`config.mk`:
```
export PLATFORM = sky130hd
export DESIGN_NAME = addsub_unit
export DESIGN_NICKNAME = d
export VERILOG_FILES = /design/src/rtl/addsub_pkg.sv /design/src/rtl/addsub_opnd.sv /design/src/rtl/addsub_ripple.sv /design/src/rtl/addsub_ovf.sv /design/src/rtl/addsub_unit.sv
export SDC_FILE = /design/constraint.sdc
export NUM_CORES = 1
export LEC_CHECK = 0
export BUFFER_PORTS_ARGS = -buffer_cell sky130_fd_sc_hd__buf_2
export CAP_MARGIN = 20
export CORE_MARGIN = 5
export CORE_UTILIZATION = 45
export DETAILED_ROUTE_END_ITERATION = 10
export PLACE_DENSITY_LB_ADDON = 0.2
export REMOVE_ABC_BUFFERS = 1
export SLEW_MARGIN = 20
export SYNTH_ARGS = -nofsm -noshare
export SYNTH_HDL_FRONTEND = slang
export SYNTH_HIERARCHICAL = 1
export SYNTH_SLANG_ARGS = --single-unit
```
`constraint.sdc`:
```
create_clock -name clk -period 1.6 [get_ports clk]
set_clock_uncertainty 0.15 [all_clocks]
set_input_delay 0.16 -clock clk [delete_from_list [all_inputs] [get_ports clk]]
set_output_delay 0.16 -clock clk [all_outputs]
set_load 0.005 [all_outputs]
```
`src/rtl/addsub_pkg.sv`:
```
package addsub_pkg;
  typedef enum logic {
    OP_ADD = 1'b0,
    OP_SUB = 1'b1
  } op_e;

  typedef struct packed {
    logic carry;
    logic zero;
    logic neg;
    logic ovf;
  } flags_t;
endpackage

```
`src/rtl/addsub_opnd.sv`:
```
module addsub_opnd #(
  parameter int W = 8
) (
  input  logic         sub_i,
  input  logic [W-1:0] b_i,
  output logic [W-1:0] b_eff_o
);
  // Subtraction adds the ones complement of the second operand.
  always_comb b_eff_o = b_i ^ {W{sub_i}};
endmodule

```
`src/rtl/addsub_ripple.sv`:
```
module addsub_ripple #(
  parameter int W = 8
) (
  input  logic [W-1:0] a_i,
  input  logic [W-1:0] b_i,
  input  logic         cin_i,
  output logic [W-1:0] sum_o,
  output logic         c_msb_o,
  output logic         cout_o
);
  logic [W:0] c;

  assign c[0] = cin_i;

  for (genvar i = 0; i < W; i++) begin : g_bit
    assign sum_o[i] = a_i[i] ^ b_i[i] ^ c[i];
    assign c[i+1]   = (a_i[i] & b_i[i]) | (c[i] & (a_i[i] | b_i[i]));
  end

  assign c_msb_o = c[W-1];
  assign cout_o  = c[W];
endmodule

```
`src/rtl/addsub_ovf.sv`:
```
module addsub_ovf (
  input  logic a_msb_i,
  input  logic b_msb_i,
  input  logic c_msb_i,
  input  logic c_out_i,
  output logic ovf_o
);
  logic both_clear, not_both_set, pos_term, neg_term;

  // Gate form: two positives with a carry into the top bit, or two
  // negatives without one.
  always_comb begin
    both_clear   = ~(a_msb_i | b_msb_i);
    not_both_set = ~(a_msb_i & b_msb_i);
    pos_term     = both_clear & c_msb_i;
    neg_term     = ~(not_both_set | c_msb_i);
    ovf_o        = ~(~(pos_term | neg_term));
  end

  // gate form agrees with the top-bit carry difference
  always_comb begin
    assert_ovf_xor_R4: assert (ovf_o == (c_msb_i ^ c_out_i))
      else $error("overflow gate form disagrees with carry xor");
  end
endmodule

```
`src/rtl/addsub_unit.sv`:
```
module addsub_unit
  import addsub_pkg::*;
#(
  parameter int W = 8
) (
  input  logic         clk,
  input  logic         rst_n,
  input  logic         in_valid,
  output logic         in_ready,
  input  logic         in_op,
  input  logic [W-1:0] in_a,
  input  logic [W-1:0] in_b,
  input  logic         in_carry,
  output logic         out_valid,
  input  logic         out_ready,
  output logic [W-1:0] out_result,
  output logic         out_carry,
  output logic         out_zero,
  output logic         out_neg,
  output logic         out_ovf
);
  localparam int MSB = W - 1;

  logic [W-1:0] b_eff, sum;
  logic         c_msb, c_out, ovf;
  logic         take;
  flags_t       flags_d, flags_q;
  logic [W-1:0] res_q;
  logic         vld_q;

  addsub_opnd #(.W(W)) u_opnd (
    .sub_i   (op_e'(in_op) == OP_SUB),
    .b_i     (in_b),
    .b_eff_o (b_eff)
  );

  addsub_ripple #(.W(W)) u_add (
    .a_i     (in_a),
    .b_i     (b_eff),
    .cin_i   (in_carry),
    .sum_o   (sum),
    .c_msb_o (c_msb),
    .cout_o  (c_out)
  );

  addsub_ovf u_ovf (
    .a_msb_i (in_a[MSB]),
    .b_msb_i (b_eff[MSB]),
    .c_msb_i (c_msb),
    .c_out_i (c_out),
    .ovf_o   (ovf)
  );

  always_comb begin
    flags_d.carry = c_out;
    flags_d.zero  = ~|sum;
    flags_d.neg   = sum[MSB];
    flags_d.ovf   = ovf;
  end

  assign in_ready = ~vld_q | out_ready;
  assign take     = in_valid & in_ready;

  always_ff @(posedge clk or negedge rst_n) begin
    if (!rst_n) begin
      vld_q   <= 1'b0;
      res_q   <= '0;
      flags_q <= '0;
    end else begin
      if (take) begin
        vld_q   <= 1'b1;
        res_q   <= sum;
        flags_q <= flags_d;
      end else if (out_ready) begin
        vld_q   <= 1'b0;
      end
    end
  end

  assign out_valid  = vld_q;
  assign out_result = res_q;
  assign out_carry  = flags_q.carry;
  assign out_zero   = flags_q.zero;
  assign out_neg    = flags_q.neg;
  assign out_ovf    = flags_q.ovf;

  // zero flag matches the held result
  assert_zero_flag_R5: assert property (@(posedge clk) disable iff (!rst_n)
    out_valid |-> (out_zero == (out_result == '0)));

  // negative flag matches the held top bit
  assert_neg_flag_R6: assert property (@(posedge clk) disable iff (!rst_n)
    out_valid |-> (out_neg == out_result[MSB]));

  // an accepted operation is presented next cycle
  assert_accept_R7: assert property (@(posedge clk) disable iff (!rst_n)
    (in_valid && in_ready) |=> out_valid);

  // a stall only happens with a full, unconsumed output
  assert_ready_R7: assert property (@(posedge clk) disable iff (!rst_n)
    !in_ready |-> (out_valid && !out_ready));

  // held output stays put under back-pressure
  assert_hold_R8: assert property (@(posedge clk) disable iff (!rst_n)
    (out_valid && !out_ready) |=> (out_valid && $stable(out_result)
      && $stable(out_carry) && $stable(out_ovf) && $stable(out_zero)));
endmodule

```
==> results by group <==
Critical path
  – Critical Path RT: 1.62 ns
  – Data arrival time of the worst path: ~3.8 ns
  – Crit start category: input port
  – Crit Path Max Fanout: 2
  – Worst Setup End Kind: register
  – Setup CP Type: input port to register

Pwr
  – Cell Int Power: ~0.86 mW
  – Reg power frac: a little over a third
  – Comb power frac: 48.4%
  – Clock share of power: 15.4%
  – Power Dens Cells: 1030 mW/mm^2
  – VDD IR max: 0.474 mV
  – Sw Ratio: 29.5%
  – Leak pwr: approximately 0.6 nW
  – Sw power: 0.360 mW

Routing
  – Final WL: 1.60 mm
  – Remaining DRCs: 0
  – WL per Instance: 12.9 microns
  – Antenna Nets Post-Route: 0
  – Starting DRC count in detailed routing: 3
  – Vias per cell: approximately 4.5
  – First-pass DRT Iterations: 3
  – Routed vias: 563

Floorplanning
  – Core area: 0.00171 sq mm
  – Die X: a little over 50 microns
  – Die Y-Extent: 51.9 microns
  – Row count: 15
  – Die ar.: 0.00270 sq mm
  – # IOs: 36
  – Starting Density: 46.3%

Synthesis
  – Post-synth top cells: dfrtp_1 (12), mux2_4 (9), fa_1 (8), xor2_1 (8)
  – Yosys reg bits: 12
  – YS warnings: 6
  – Asr flop ratio synth: 100%
  – Most frequent cell after synthesis: dfrtp_1
  – Yosys top cell area share: a little under two fifths
  – Synth Cell Area: 791 sq um
  – Cells after Synth: 51
  – Post-synth top flop: dfrtp_1
  – Avg Inst Size Synth: 15.5 sq um
  – Cell taking the most area after synthesis: dfrtp_1
  – Sequential share of the synthesized area: 38.0%
  – Distinct cells, synth: 16
  – Dominant cells by area after synthesis: dfrtp_1 (38%), fa_1 (20%), mux2_4 (17%)
  – Number of synthesized flops with an enable pin: 0

Placed design
  – I/O Buffers: 35
  – Area after DPL: between 0.001 and 0.0015 sq mm
  – Post-DP HPWL: 1.32 mm
  – GPL Wtd Cong: 0.649

STA
  – Hold_ws: 0.133 ns
  – Setup slack after layout: -2.19 ns
  – Slew headroom: ~83%
  – Crit path time final: 3.79 ns
  – Final hold vios: 0
  – Actual slew at the worst max-slew pin: 0.262 ns
  – Setup Total Neg Slack: -13.41 ns
  – Count of pins over their slew limit: 0
  – Peak Freq: 264 MHz
  – Period utilization: 237%
  – RSZ-0062 raised after global routing: true
  – Setup-failing EPs final: 10

Global routing
  – Number of global-route vias before repair: 615
  – GR Overflow Total: 0
  – GRT met1 Usage: 17.1%
  – All-Layer GR Usage: between 10% and 20%
  – Layer with the highest usage: met2
  – Largest net degree at the start of global routing: 13
  – GR Layer Usage met2: 20.9%
  – First-pass GRT wire length: roughly 2.7 mm
  – Met3 Usage GRT: 2.87%
  – Initial antenna violation count: 0

Run
  – Max-cap viol count: 0

Status
  – Violated checks: negative setup slack
  – Outcome: complete, but fails checks

Hold path
  – Min-Delay Path Class: input port to asynchronous set/reset pin

Finish
  – Antenna diodes: 0
  – Final #Nets: 131
  – Share of cells above drive strength 1: 75.8%
  – FILL cells: 124
  – Area Overhead vs Synth: 50.2%
  – Design Area, Final: 0.00119 sq mm

CTS
  – CTS buffer count: 3
  – Max H-tree Level: 1
  – Clock sinks: 12
  – Clock latency on the worst-skew pair: 0.27 ns
  – Clk slew on worst S/H paths: 0.07 ns
  – Root buffer cell: clkbuf_4
  – CTS Buffer Depth: 2
  – CTS tree: yes
-- layout by cell type, fill, tap and decap left out, types with 2 or more instances in the layout --
cell type	netlist	routed
buf_4	1	6
buf_2	0	33
fa_2	0	8
mux2_4	9	9
nand2b_4	1	2
dlygate4sd3_1	0	2
xor2_1	8	6
clkbuf_4	0	3
buf_6	2	6
dfrtp_1	12	12
-- power groups by stage --
stage | Clock [mW] | Sequential (mW) | Combinational (mW)
detailed placement | 0 | 0.449 | 0.504
finish | 0.187 | 0.442 | 0.591
floorplan | 0 | 0.456 | 0.242
CTS | 0.192 | 0.446 | 0.580
global route | 0.207 | 0.456 | 0.646
global placement | 0 | 0.447 | 0.487
-- flip-flops by register name, summed over array words and instances, names as in the netlist --
| register | count |
|---|---|
| out_carry | 1 |
| out_neg | 1 |
| out_valid | 1 |
| out_result | 7 |
| out_ovf | 1 |
| out_zero | 1 |
-- metal layers --
layer  wire length (microns)  vias to the layer above
met5                       0                        -
met4                      56                        0
met3                     115                        5
met2                     822                       27
met1                     609                      266
li1                        -                      265
-- final cells by class --
| type | instances | area [sq um] | area share (%) |
|---|---|---|---|
| repair buffers | 48 | 313 | 26.3 |
| clock buffers | 3 | 22.5 | 1.90 |
| well taps | 25 | 31.3 | 2.63 |
| flip-flops and latches | 12 | 300 | 25.3 |
| multi-input cells | 36 | 520 | 43.8 |
-- what timing repair did --
item,4_1_cts,5_1_grt
setup buffers,3,2
hold endpoints to repair,13,0
hold buffers,2,0
setup endpoints to repair,10,10
gates resized for setup,19,5
pin swaps,1,0
-- final timing paths --
| check | startpoint | endpoint | slack (ns) | cells past startpoint |
|---|---|---|---|---|
| min reg2reg | out_zero$_DFFE_PN0P_ | out_zero$_DFFE_PN0P_ | 0.34 | 1 |
| max in group asynchronous | rst_n | out_result[5]$_DFFE_PN0P_ | 0.96 | 2 |
| min | rst_n | out_result[2]$_DFFE_PN0P_ | 0.13 | 2 |
| max reg2reg | out_valid$_DFFE_PN0P_ | out_result[0]$_DFFE_PN0P_ | 0.33 | 3 |
| min in group clk | out_ready | out_valid$_DFFE_PN0P_ | 0.16 | 3 |
| max | in_op | out_zero$_DFFE_PN0P_ | -2.19 | 13 |
-- cells by family after synthesis --
| group | after synthesis | synth area share (%) |
|---|---|---|
| compound gates | 2 | 2.85 |
| xor+xnor | 8 | 8.86 |
| fa+ha+maj | 8 | 20.3 |
| buf+inv | 3 | 3.80 |
| flops | 12 | 38.0 |
| mux | 10 | 18.5 |
| simple gates | 8 | 7.75 |
-- critical path: stages --
cell and delay, ns:
buf_8 0.10, xor2_4 0.17, fa_2 0.36, fa_2 0.35, fa_2 0.35, fa_2 0.36
fa_2 0.34, fa_2 0.35, fa_2 0.36, fa_2 0.55, nor4_2 0.04, nand4_1 0.07
a21bo_2 0.21
-- per-stage QoR --
| step | setup slack, ns | power [mW] | utilization (%) | std cells |
|---|---|---|---|---|
| floorplan | -2.61 | 0.697 | - | 48 |
| CTS | -2.16 | 1.22 | 68.1 | 124 |
| finish | -2.19 | 1.22 | 69.5 | 124 |
| detailed placement | -2.94 | 0.953 | 60.1 | 116 |
| global route | -2.25 | 1.31 | 69.5 | 124 |
| global placement | -2.90 | 0.934 | 60.1 | 116 |
Note: power is estimated with default switching activity, not from simulation.
